**src/rtl/frac_strobe_gen.sv**
```systemverilog
module frac_strobe_gen #(
  parameter int N_W = 24,
  parameter int M_W = 8
) (
  input  logic               clk,
  input  logic               rst_n,
  input  logic               en,
  input  logic               restart,
  input  logic               cfg_wr,
  input  logic [N_W+M_W-1:0] cfg_data,
  output logic               strobe
);
  localparam int ACC_W = N_W + 1;

  logic [N_W-1:0]   n_q;
  logic [M_W-1:0]   m_q;
  logic [ACC_W-1:0] acc_q;
  logic [ACC_W-1:0] step;
  logic [ACC_W-1:0] sum;
  logic [ACC_W-1:0] n_ext;
  logic             n_zero, every, hit;

  assign step   = ACC_W'(m_q) + ACC_W'(1);
  assign n_ext  = ACC_W'(n_q);
  assign sum    = acc_q + step;
  assign n_zero = (n_q == '0);
  assign every  = !n_zero && (n_ext <= step);
  assign hit    = !n_zero && (every || sum >= n_ext);

  always_ff @(posedge clk) begin
    if (!rst_n) begin
      n_q    <= '0;
      m_q    <= '0;
      acc_q  <= '0;
      strobe <= 1'b0;
    end else if (cfg_wr) begin
      n_q    <= cfg_data[N_W+M_W-1:M_W];
      m_q    <= cfg_data[M_W-1:0];
      acc_q  <= '0;
      strobe <= 1'b0;
    end else if (restart) begin
      acc_q  <= '0;
      strobe <= 1'b0;
    end else if (en) begin
      strobe <= hit;
      if (!n_zero && !every)
        acc_q <= hit ? sum - n_ext : sum;
    end else begin
      strobe <= 1'b0;
    end
  end

  AST_ACC_BELOW_N: assert property (@(posedge clk) disable iff (!rst_n)
    (n_ext > step) |-> (acc_q < n_ext));
  AST_FULL_RATE: assert property (@(posedge clk) disable iff (!rst_n)
    (en && !cfg_wr && !restart && every) |=> strobe);
  AST_ZERO_SILENT: assert property (@(posedge clk) disable iff (!rst_n)
    (n_zero && !cfg_wr) |=> !strobe);
  AST_PAUSE_HOLDS: assert property (@(posedge clk) disable iff (!rst_n)
    (!en && !cfg_wr && !restart) |=> (!strobe && $stable(acc_q)));
  AST_CFG_CLEARS: assert property (@(posedge clk) disable iff (!rst_n)
    cfg_wr |=> (!strobe && acc_q == '0));
  AST_RESTART_CLEARS: assert property (@(posedge clk) disable iff (!rst_n)
    (restart && !cfg_wr) |=> (!strobe && acc_q == '0 && $stable(n_q)));
endmodule

```
**config.mk**
```make
export PLATFORM = sky130hd
export DESIGN_NAME = frac_strobe_gen
export DESIGN_NICKNAME = d
export VERILOG_FILES = /design/src/rtl/frac_strobe_gen.sv
export SDC_FILE = /design/constraint.sdc
export NUM_CORES = 1
export LEC_CHECK = 0
export BUFFER_PORTS_ARGS = -buffer_cell sky130_fd_sc_hd__buf_2
export CAP_MARGIN = 10
export CORE_MARGIN = 2
export CORE_UTILIZATION = 57
export CTS_BUF_LIST = sky130_fd_sc_hd__clkbuf_2
export CTS_CLUSTER_DIAMETER = 30
export DETAILED_ROUTE_END_ITERATION = 16
export GPL_TIMING_DRIVEN = 1
export HOLD_SLACK_MARGIN = 0.15
export PLACE_DENSITY_LB_ADDON = 0.25
export SLEW_MARGIN = 10
export SYNTH_ARGS = -nofsm -noshare
export SYNTH_HDL_FRONTEND = slang
export SYNTH_SLANG_ARGS = --single-unit
```
**constraint.sdc**
```tcl
create_clock -name clk -period 5.1 [get_ports clk]
set_input_delay 0.51 -clock clk [delete_from_list [all_inputs] [get_ports clk]]
set_output_delay 0.51 -clock clk [all_outputs]
set_load 0.03 [all_outputs]
```
# == Word-level counts from Yosys, hierarchy flattened ==
# Index checks and enable logic that the tools add are counted.
# word_totals
out_inout_bits,1
input_bits,37
regBits,58
elab_cells,22
# classes
mux,1
reduce_logical,10
n_lt_le_gt_ge,2
bitwise_logic,2
addsub,3
# ops
cell,n
25-bit by 9-bit adder with 25-bit output,1
25-bit by 24-bit greater-or-equal comparator with 1-bit output,1
25-bit 2-to-1 mux,1
25-bit by 24-bit subtractor with 25-bit output,1
24-bit by 9-bit less-or-equal comparator with 1-bit output,1
24-bit logical NOT,1
8-bit by 1-bit adder with 9-bit output (second input constant),1
4-bit OR reduction,1
1-bit logical AND,3
3-bit OR reduction,1
1-bit logical NOT,2
1-bit NOT,2
2-bit AND reduction,1
1-bit logical OR,1

# == Longest topological paths before layout ==
# Gate-level depths: netlist (run 1).
# depth
ltp_word,6
depth_mapped,25

# == Worst setup path after synthesis (run 1) ==
# Ideal clock, no wire load.
# synth_path
path_type,reg2reg
from,register m_q[0]
to,register acc_q[9]
path_stages_with_launch,22
period_less_slack_ps,4734
path_buffers,1
t_required_ps,5026
arrival_time_ps,4660
path_slack_ps,366
cell_sequence,dfxtp_1 -> ha_1 -> nand3_1 -> nor2_1 -> xor2_1 -> ha_1 -> nand3_1 -> nand2_1 -> a41o_1 -> a311o_1 -> and3_1 -> or2_2 -> ha_1 -> nand2_1 -> a21oi_1 -> a221oi_2 -> a21bo_4 -> o21a_4 -> o31a_1 -> buf_6 -> or4_1 -> a31oi_1
# synth_via
elab_chain_len,6
word_cells_on_any_way,12
cone_classes,add/sub (3); order compare (2); mux (1); reduce/logical (6)
# synth_rtl
item,line,source
"start, declared",16,logic [M_W-1:0] m_q;
"start signal, assigned",38,m_q <= cfg_data[M_W-1:0];
8-bit by 1-bit adder with 9-bit output (*),23,assign step = ACC_W'(m_q) + ACC_W'(1);
25-bit by 9-bit adder with 25-bit output or 24-bit by 9-bit less-or-equal comparator with 1-bit output (tied branches),"25, 27",
25-bit by 24-bit greater-or-equal comparator with 1-bit output or 1-bit logical AND (tied branches),"28, 27",
1-bit logical OR or 1-bit logical NOT (tied branches),"28, 46",
1-bit logical AND (on tied branches),"28, 46",
25-bit 2-to-1 mux or 2-bit AND reduction (tied branches),n/a,
"end signal, assigned",47,acc_q <= hit ? sum - n_ext : sum;
"end, declared",17,logic [ACC_W-1:0] acc_q;
# Mark *: on every way between the ends. The rest lies on a longest branch, timed or not.
# A chain may end at the register's enable or synchronous reset.

# == Final worst setup path (run 1) ==
# layout_path
from,register m_q[0]
to,register acc_q[12]
# The elaborated chain is that of the path after synthesis.

==> results.json, run 1 <==
{
  "status": "completed",
  "nFillCells": 675,
  "place_inst": 741,
  "intPower_uw": 811,
  "yosysMostFrequentCell": "dfxtp_1",
  "cts_buffers": 9,
  "synth_edf_count": 0,
  "cp-end-kind": "flip-flop",
  "fmax_ghz": 0.202,
  "cts_tree": "done",
  "worstHoldPathType": "input pin to flip-flop",
  "finalSetupViolCount": 0,
  "vias": 4693,
  "antenna_found_initial": 0,
  "grt_first_pass_wirelength_mm": 20.7,
  "ys_seq_elements": 58,
  "critPathRequiredTime_ns": 5.53,
  "ys_types": 65,
  "diodes": 0,
  "maxCapViolations": 0,
  "final_antenna_net_count": 0,
  "synthTopCellsByCount": "dfxtp_1, inv_1, ha_1",
  "finalNetCount": 737,
  "peakVddDrop_uv": 181,
  "wl_per_cell_microns": 17.4,
  "p_sw_share_pct": 38.3,
  "grt_max_degree": 34,
  "finClkSkew_ns": 0.0276,
  "synth_warnings": 0,
  "fin_crit_ns": 4.95,
  "powerDensity_nw_per_um2": 238,
  "rows": 33,
  "hpwl_mm": 9.69,
  "numClockSinks": 58,
  "seqPwrFrac_pct": 38.0,
  "avgSynthCellArea_sq_um": 8.01,
  "cts-root-buf": "clkbuf_2",
  "hold_ws_ns": 0.250,
  "p_leak_nw": 2.46,
  "start_util_pct": 58.7,
  "start_kind": "flip-flop",
  "vias_per_cell": 6.15,
  "clk_path_buf_depth": 2,
  "fin_ws_ns": 0.152,
  "postLayoutCoreUtil_pct": 67.1,
  "postSynthNetCount": 685,
  "die_h_microns": 96.0,
  "boundaryPins": 38,
  "port_buffers": 37,
  "combPwrFrac_pct": 39.5,
  "clock_power_share_pct": 22.4,
  "htree_levels": 3,
  "switchingPower_uw": 503,
  "grt_util_all_layers_pct": 29.1,
  "drv_slew": 0,
  "yosysSeqAreaShare_pct": 24.1,
  "die_x_microns": 96.0,
  "finalCritPeriodShare_pct": 97.0,
  "maxSlewHeadroom_pct": 37.1,
  "critical-path-top-delay-family": "compound AO/OA/AOI/OAI gates",
  "place_ws_ns": -0.114,
  "crit_slowest_cell": "a311o_1",
  "finalHoldViolCount": 0,
  "finalNonFillerCells": 763,
  "drt_first_pass_iters": 5,
  "crit_path_max_incr_delay_ns": 0.45,
  "place_area_sq_um": 5170,
  "synth_area_sq_um": 4820,
  "synth_top_area_cell": "dfxtp_1",
  "first_global_vias": 4304,
  "syn2layout_area_growth_pct": 14.4,
  "fin_area_sq_um": 5510,
  "synth_area_leaders": "dfxtp_1, ha_1, mux2i_1, xnor2_1, nor2b_1",
  "drc": 0,
  "synth_top_area_share_pct": 24.1,
  "async_flop_share_pct": 0,
  "cp.arrival_ns": 5.38,
  "critical_path_class": "flip-flop to flip-flop",
  "die-area_sq_um": 9210,
  "synth_ff_type": "dfxtp_1",
  "cp_common_cell": "buf_4",
  "worstPathMaxFanout": 5,
  "clk_pin_slew_worst_paths_ns": 0.19,
  "place_congestion": 1.07,
  "overflow": 0,
  "routed_wl_mm": 13.3,
  "drt-initial-drc-count": 449,
  "tightest_slew_ns": 0.943,
  "drive_gt1_share_pct": 18.4,
  "path_buf_inv": 4,
  "clock_latency_ns": 0.50,
  "synthCells": 602,
  "coreArea_sq_um": 8220,
  "cts_hold_buf": 0
}
-- power groups by stage --
stage,logic (mW),registers (mW),clock network (mW)
floorplan,0.365,0.499,0
global placement,0.468,0.506,0
detailed placement,0.479,0.506,0
CTS,0.491,0.497,0.300
global route,0.569,0.503,0.319
finish,0.519,0.500,0.295
-- cell type report --
class / instances / area [sq um] / area share (%)
multi-input cells: 470 / 3540 / 64.1
clock inverters: 6 / 58.8 / 1.07
flip-flops and latches: 58 / 1170 / 21.2
well taps: 105 / 131 / 2.38
clock buffers: 9 / 45.0 / 0.817
inverters: 53 / 199 / 3.61
repair buffers: 62 / 373 / 6.76
-- sequential cells by signal (all words and copies together) (netlist names) --
signal  cells
n_q        24
strobe      1
acc_q      25
m_q         8
-- through the flow --
stage / setup TNS [ns] / total power, mW
global placement: 0 / 0.974
CTS: 0 / 1.29
detailed placement: -0.622 / 0.985
global route: -0.348 / 1.39
floorplan: 0 / 0.864
finish: 0 / 1.31
-- final timing paths --
check | end | slack [ns] | cells past startpoint | start
worst min-delay path | n_q[4]$_SDFFE_PN0P_ | 0.25 | 3 | cfg_data[12]
worst max-delay path | acc_q[12]$_SDFFE_PP0P_ | 0.15 | 25 | m_q[0]$_SDFFE_PN0P_
worst min register to register | acc_q[0]$_SDFFE_PP0P_ | 0.48 | 2 | acc_q[0]$_SDFFE_PP0P_
worst max register to register | acc_q[12]$_SDFFE_PP0P_ | 0.15 | 25 | m_q[0]$_SDFFE_PN0P_
-- worst reg2reg max path: cells and delay by family, from the launching register on --
kind | cells | cell delay, ns
XOR/XNOR | 2 | 0.36
AND/OR/NAND/NOR | 8 | 1.03
adder cells (fa/ha/maj) | 3 | 0.68
AO/OA/AOI/OAI | 8 | 1.79
flip-flops | 1 | 0.42
buffers and inverters | 4 | 0.62
-- placed cells by master, fill, tap and decap left out, types with 4 or more instances in the layout --
master / netlist / final
a211oi_1: 14 / 13
a21o_1: 7 / 7
nand2_1: 39 / 36
a31oi_1: 9 / 9
nand4_1: 7 / 7
xnor2_1: 29 / 26
xnor2_2: 1 / 4
o21a_1: 7 / 7
ha_4: 0 / 5
mux2i_1: 35 / 35
ha_1: 44 / 37
and3_1: 10 / 10
inv_1: 53 / 53
o21bai_1: 5 / 5
nand2b_1: 5 / 5
dfxtp_1: 58 / 55
o211ai_1: 5 / 5
clkbuf_2: 0 / 9
buf_4: 2 / 25
buf_2: 3 / 37
o21ai_0: 26 / 23
nor2b_1: 35 / 34
xor2_1: 14 / 11
nor3_1: 18 / 16
nor2_1: 35 / 33
a21oi_1: 43 / 41
nor4_1: 10 / 10
nand3_1: 21 / 20
-- what timing repair did --
| action | in CTS | in global routing |
|---|---|---|
| pin swaps | 2 | 8 |
| endpoints found under the hold margin | 0 | 0 |
| endpoints found under the setup margin | 22 | 25 |
| gates resized for setup | 3 | 36 |
| setup buffers | 4 | 3 |
-- cells by family (layout without fill, tap and decap cells) --
logic type      after synthesis  count (layout)  synth area share (%)
flops                        58              58                  24.1
xor+xnor                     44              44                  8.15
buf+inv                      74             130                  6.15
compound gates              145             145                  20.3
mux                          36              36                  7.50
fa+ha+maj                    46              46                  12.3
simple gates                199             199                  21.6
-- per-layer routing --
metal  global-route usage [%]  vias to the layer above  wire length, microns
met5                        0                        -                     0
met4                     7.98                        0                   302
met3                     5.48                       36                   998
met2                     45.6                      215                  5870
met1                     40.8                     2187                  6080
li1                         -                     2255                     -
No activity file was read; power rests on OpenSTA's default activity.
==> run 2: changes to the inputs <==
--- a/config.mk
+++ b/config.mk
@@ -15,6 +15,7 @@
 export GPL_TIMING_DRIVEN = 1
 export HOLD_SLACK_MARGIN = 0.15
 export PLACE_DENSITY_LB_ADDON = 0.25
+export SETUP_SLACK_MARGIN = 0.2
 export SLEW_MARGIN = 10
 export SYNTH_ARGS = -nofsm -noshare
 export SYNTH_HDL_FRONTEND = slang
==> run 2 against run 1 <==
Routed wire length increased by 8.0%; global-route usage up 0.41 points; fmax down 2.1%; power rose by 3.8%; clock skew rose by 0.0025 ns; largest cell class unchanged.
==> results.json, run 2 (synthesis gave the netlist of run 1 again) <==
{
  "reg2reg_from": "m_q[1]$_SDFFE_PN0P_",
  "vias": 4910,
  "hpwl_mm": 9.69,
  "status": "completed",
  "port_buffers": 37,
  "cts-root-buf": "clkbuf_2",
  "die-area_sq_um": 9210,
  "first_global_vias": 4318,
  "maxSlewHeadroom_pct": 38.0,
  "drive_gt1_share_pct": 26.2,
  "combPwrFrac_pct": 41.7,
  "multiInputGateArea_sq_um": 3770,
  "clk_pin_slew_worst_paths_ns": 0.20,
  "grt_max_degree": 34,
  "min_to": "n_q[4]$_SDFFE_PN0P_",
  "drv_slew": 0,
  "wl_per_cell_microns": 18.2,
  "finalSetupViolCount": 0,
  "boundaryPins": 38,
  "p_sw_share_pct": 38.5,
  "drt_first_pass_iters": 6,
  "die_h_microns": 96.0,
  "routed_wl_mm": 14.3,
  "rsz0062_at_grt": "true",
  "r2r_end": "acc_q[12]$_SDFFE_PP0P_",
  "clock_latency_ns": 0.49,
  "htree_levels": 3,
  "intPower_uw": 838,
  "cts_buffers": 9,
  "final_antenna_net_count": 0,
  "ff2ff_setup_slack_ns": 0.05,
  "most-common-layout-cells": "dfxtp_1, inv_1, buf_4",
  "finalCritPeriodShare_pct": 99.1,
  "rows": 33,
  "powerDensity_nw_per_um2": 229,
  "seqPwrFrac_pct": 36.8,
  "finalHoldViolCount": 0,
  "clock_power_share_pct": 21.6,
  "drt-initial-drc-count": 580,
  "cp.arrival_ns": 5.47,
  "fmax_ghz": 0.198,
  "min_path_cells": 3,
  "antenna_found_initial": 0,
  "hold_ws_ns": 0.264,
  "start_util_pct": 58.7,
  "place_inst": 741,
  "final_common_cell": "dfxtp_1",
  "drc": 0,
  "cts_tree": "done",
  "die_x_microns": 96.0,
  "finalNetCount": 761,
  "finalNonFillerCells": 787,
  "worstPathMaxFanout": 5,
  "start_kind": "flip-flop",
  "cts_hold_buf": 0,
  "cp-end-kind": "flip-flop",
  "seq_area_sq_um": 1170,
  "finClkSkew_ns": 0.0301,
  "critical_path_class": "flip-flop to flip-flop",
  "grt_first_pass_wirelength_mm": 21.0,
  "worstHoldPathType": "input pin to flip-flop",
  "syn2layout_area_growth_pct": 23.4,
  "vias_per_cell": 6.24,
  "reg.largest.list": "acc_q: 25 flops, n_q: 24 flops, m_q: 8 flops",
  "p_leak_nw": 2.63,
  "grt_util_all_layers_pct": 29.5,
  "critPathRequiredTime_ns": 5.52,
  "tightest_slew_ns": 0.930,
  "peakVddDrop_uv": 169,
  "numClockSinks": 58,
  "fin_crit_ns": 5.05,
  "rr_worst_depth": 24,
  "nFillCells": 595,
  "largest_register_ffs": 25,
  "maxCapViolations": 0,
  "clk_path_buf_depth": 2,
  "switchingPower_uw": 525,
  "place_congestion": 1.07,
  "overflow": 0,
  "worstHoldStart": "cfg_data[12]",
  "regMostFlops": "acc_q",
  "diodes": 0,
  "coreArea_sq_um": 8220
}
[run 2: final cells by class]
type                            count  area share (%)
Clock buffer                        9           0.757
Multi-Input combinational cell    470            63.3
Tap cell                          105            2.21
Inverter                           53            3.34
Clock inverter                      6           0.988
Timing Repair Buffer               86            9.74
Sequential cell                    58            19.7
[run 2: worst max path at each step]
stage / from / endpoint / slack [ns] / depth (start not counted)
floorplan: m_q[0]$_SDFFE_PN0P_ / acc_q[9]$_SDFFE_PP0P_ / 0.37 / 21
detailed placement: m_q[0]$_SDFFE_PN0P_ / acc_q[5]$_SDFFE_PP0P_ / -0.11 / 22
global route: m_q[1]$_SDFFE_PN0P_ / acc_q[12]$_SDFFE_PP0P_ / -0.07 / 24
global placement: m_q[0]$_SDFFE_PN0P_ / acc_q[7]$_SDFFE_PP0P_ / 0.04 / 21
CTS: m_q[0]$_SDFFE_PN0P_ / acc_q[23]$_SDFFE_PP0P_ / 0.21 / 25
finish: m_q[1]$_SDFFE_PN0P_ / acc_q[12]$_SDFFE_PP0P_ / 0.05 / 24
[run 2: per-stage QoR]
stage | setup slack, ns | util (%) | instance area, sq um | setup TNS [ns] | power, mW
after detailed placement | -0.114 | 63.0 | 5170 | -0.622 | 0.985
after CTS | 0.208 | 66.0 | 5420 | 0 | 1.30
after floorplan | 0.366 | - | 4820 | 0 | 0.864
after global routing | -0.0710 | 72.4 | 5950 | -0.570 | 1.44
final | 0.0481 | 72.4 | 5950 | 0 | 1.36
after global placement | 0.0359 | 63.0 | 5170 | 0 | 0.974
[run 2: worst max-delay path, cell delays in order, from the launching register on]
cell      delay [ns]
dfxtp_4         0.41
and3_1          0.15
nand3_1         0.14
xnor2_2         0.31
ha_4            0.27
or3_1           0.35
o211ai_1        0.13
buf_4           0.19
a21oi_4         0.04
o21ai_1         0.16
nand2b_1        0.13
nand2_2         0.12
xnor2_1         0.17
ha_1            0.30
a211oi_2        0.27
o21ai_2         0.13
a221oi_2        0.22
a21bo_4         0.26
o21a_4          0.23
o31a_1          0.32
buf_6           0.15
buf_4           0.14
nor4_1          0.19
a31oi_1         0.08
a31oi_1         0.16
[run 2: power groups by stage]
| stage | Clock (mW) | Sequential (mW) | Combinational, mW |
|---|---|---|---|
| global placement | 0 | 0.506 | 0.468 |
| floorplan | 0 | 0.499 | 0.365 |
| CTS | 0.300 | 0.498 | 0.499 |
| global route | 0.317 | 0.505 | 0.614 |
| detailed placement | 0 | 0.506 | 0.479 |
| finish | 0.294 | 0.501 | 0.568 |
[run 2: repair_timing]
item / CTS / global route
buffers inserted: 7 / 24
endpoints found under the setup margin: 25 / 25
pin swaps: 5 / 45
gates resized for setup: 19 / 72
[run 2: metal layers]
metal	wire length, microns	track usage (%)
met4	442	8.33
met1	6210	41.2
met2	6530	47.0
met5	0	0
met3	1120	4.86
==> run 3: changes to the inputs <==
--- a/config.mk
+++ b/config.mk
@@ -5,6 +5,7 @@
 export SDC_FILE = /design/constraint.sdc
 export NUM_CORES = 1
 export LEC_CHECK = 0
+export ABC_AREA = 1
 export BUFFER_PORTS_ARGS = -buffer_cell sky130_fd_sc_hd__buf_2
 export CAP_MARGIN = 10
 export CORE_MARGIN = 2
==> run 3 against run 2 <==
Cell count is 23% higher; critical path depth grew 3; register-to-register slack improved by 0.41 ns; sequential power down 1%; clock power increased by 27%.
==> results.json, run 3 <==
{
  "tightest_slew_ns": 0.881,
  "rows": 34,
  "powerDensity_nw_per_um2": 237,
  "port_buffers": 37,
  "reg.largest.list": "acc_q: 25 flops, n_q: 24 flops, m_q: 8 flops",
  "synth_ff_type": "dfxtp_1",
  "regMostFlops": "acc_q",
  "yosysMostFrequentCell": "nand2_1",
  "final_antenna_net_count": 0,
  "grt_first_pass_wirelength_mm": 23.9,
  "boundaryPins": 38,
  "cp-end-kind": "flip-flop",
  "wl_per_cell_microns": 15.1,
  "vias": 5405,
  "start_util_pct": 59.2,
  "peakVddDrop_uv": 153,
  "place_area_sq_um": 5450,
  "grt_max_degree": 47,
  "synth_edf_count": 0,
  "clk_pin_slew_worst_paths_ns": 0.22,
  "htree_levels": 3,
  "die_h_microns": 99.6,
  "synth_top_area_share_pct": 22.3,
  "cp.arrival_ns": 5.11,
  "postSynthNetCount": 899,
  "overflow": 0,
  "fin_area_sq_um": 5840,
  "synth_area_sq_um": 5210,
  "yosysSeqAreaShare_pct": 22.3,
  "maxSlewHeadroom_pct": 41.1,
  "start_kind": "flip-flop",
  "hpwl_mm": 11.6,
  "finalNetCount": 936,
  "first_global_vias": 5002,
  "antenna_found_initial": 0,
  "seqPwrFrac_pct": 35.7,
  "most-common-layout-cells": "nand2_1, inv_1, a21oi_1",
  "cts_tree": "done",
  "drv_slew": 0,
  "synthTopCellsByCount": "nand2_1, inv_1, a21oi_1",
  "diodes": 0,
  "worstHoldPathType": "input pin to flip-flop",
  "die_x_microns": 99.6,
  "async_flop_share_pct": 0,
  "critical_path_class": "flip-flop to flip-flop",
  "intPower_uw": 825,
  "worstPathMaxFanout": 11,
  "ys_seq_elements": 58,
  "ys_types": 39,
  "vias_per_cell": 5.60,
  "finClkSkew_ns": 0.0327,
  "syn2layout_area_growth_pct": 12.1,
  "avgSynthCellArea_sq_um": 6.39,
  "cts_hold_buf": 0,
  "coreArea_sq_um": 8810,
  "rsz0062_at_grt": "false",
  "maxCapViolations": 0,
  "final_common_cell": "nand2_1",
  "critPathRequiredTime_ns": 5.57,
  "drive_gt1_share_pct": 15.5,
  "p_sw_share_pct": 40.5,
  "drt_first_pass_iters": 5,
  "clock_latency_ns": 0.53,
  "synth_warnings": 0,
  "combPwrFrac_pct": 37.4,
  "drt-initial-drc-count": 338,
  "place_congestion": 1.00,
  "synth_area_leaders": "dfxtp_1, nand2_1, ha_1, inv_1, a21oi_1",
  "grt_util_all_layers_pct": 30.3,
  "die-area_sq_um": 9920,
  "status": "completed",
  "cts-root-buf": "clkbuf_2",
  "fmax_ghz": 0.215,
  "cts_buffers": 9,
  "routed_wl_mm": 14.6,
  "largest_register_ffs": 25,
  "drc": 0,
  "clock_power_share_pct": 26.9,
  "p_leak_nw": 3.00,
  "synthCells": 816,
  "numClockSinks": 58,
  "setup_tns_ns": 0,
  "clk_path_buf_depth": 2,
  "finalSetupViolCount": 0,
  "synth_top_area_cell": "dfxtp_1",
  "finalHoldViolCount": 0,
  "switchingPower_uw": 561,
  "fin_crit_ns": 4.64,
  "finalCritPeriodShare_pct": 91.1
}
[run 3: cell types whose count changed after synthesis, moves of 35 or more]
| cell | change |
|---|---|
| nor2_1 | +35 |
| a21oi_1 | +37 |
| mux2i_1 | -35 |
| nand3_1 | +35 |
| inv_1 | +65 |
| nor2b_1 | -35 |
| nand2_1 | +124 |
[run 3: power by group through the flow]
stage / Clock, mW / Combinational [mW] / Sequential [mW]
finish: 0.373 / 0.519 / 0.494
global route: 0.397 / 0.580 / 0.497
CTS: 0.374 / 0.486 / 0.493
detailed placement: 0 / 0.483 / 0.502
global placement: 0 / 0.474 / 0.501
floorplan: 0 / 0.375 / 0.498
[run 3: through the flow]
step | utilization (%) | setup slack (ns) | std cells | hold WS [ns] | power [mW]
after global routing | 66.3 | 0.144 | 966 | 0.161 | 1.47
final | 66.3 | 0.455 | 966 | 0.175 | 1.39
after CTS | 63.6 | 0.211 | 958 | 0.173 | 1.35
after detailed placement | 61.9 | 0.276 | 942 | 0.465 | 0.985
after global placement | 61.9 | 0.406 | 942 | 0.453 | 0.975
after floorplan | - | 1.27 | 816 | 0.442 | 0.874
[run 3: cell type report]
type                            instances  area [sq um]
Multi-Input combinational cell        614          3670
Fill cell                             817          2970
Sequential cell                        58          1170
Inverter                              123           462
Timing Repair Buffer                   47           260
Tap cell                              108           135
Clock inverter                          7           103
Clock buffer                            9          45.0
[run 3: worst paths after layout]
kind,from,endpoint,slack [ns],cells after the start
setup / recovery,m_q[2]$_SDFFE_PN0P_,acc_q[22]$_SDFFE_PP0P_,0.46,27
hold / removal,cfg_data[3],m_q[3]$_SDFFE_PN0P_,0.18,3
setup reg to reg,m_q[2]$_SDFFE_PN0P_,acc_q[22]$_SDFFE_PP0P_,0.46,27
hold reg to reg,n_q[21]$_SDFFE_PN0P_,n_q[21]$_SDFFE_PN0P_,0.48,2
[run 3: cell families after synthesis]
kind of cell               synth area share (%)
and+or+nand+nor                            31.2
AOI/OAI and AO/OA                          16.9
buffers and inverters                      11.0
DFF                                        22.3
adders and majority gates                  11.3
xor gates and xnor gates                   7.39
[run 3: what timing repair did]
item,in CTS,in global routing
pin swaps,0,6
setup endpoints to repair,1,26
buffers inserted,0,7
gates cloned,0,1
gates resized for setup,1,32
[run 3: metal layers]
| metal | track usage (%) | vias up | part of all wire, % |
|---|---|---|---|
| met5 | 0 | - | 0 |
| met4 | 8.11 | 0 | 1.4 |
| met3 | 4.08 | 19 | 5.9 |
| met2 | 47.8 | 187 | 45 |
| met1 | 43.5 | 2468 | 48 |
| li1 | - | 2731 | - |
[run 3: worst max-delay path: stages (launching register included)]
cell and delay, ns:
dfxtp_4 0.42, nand3_1 0.11, nand3b_1 0.22, nor3_2 0.17, xor2_1 0.22, inv_1 0.12
ha_1 0.35, a21o_1 0.22, a21oi_1 0.17, nand3_2 0.18, nand2_4 0.13, nor2_1 0.06
xnor2_1 0.25, inv_1 0.15, ha_4 0.34, nand2_2 0.08, nor2_2 0.14, nand2_1 0.10
nor2_2 0.13, nand2_2 0.06, nand3_2 0.09, nand2_2 0.08, nand3_4 0.16, buf_4 0.15
nand2_4 0.10, nand2_2 0.10, nand3_1 0.10, a21oi_1 0.17
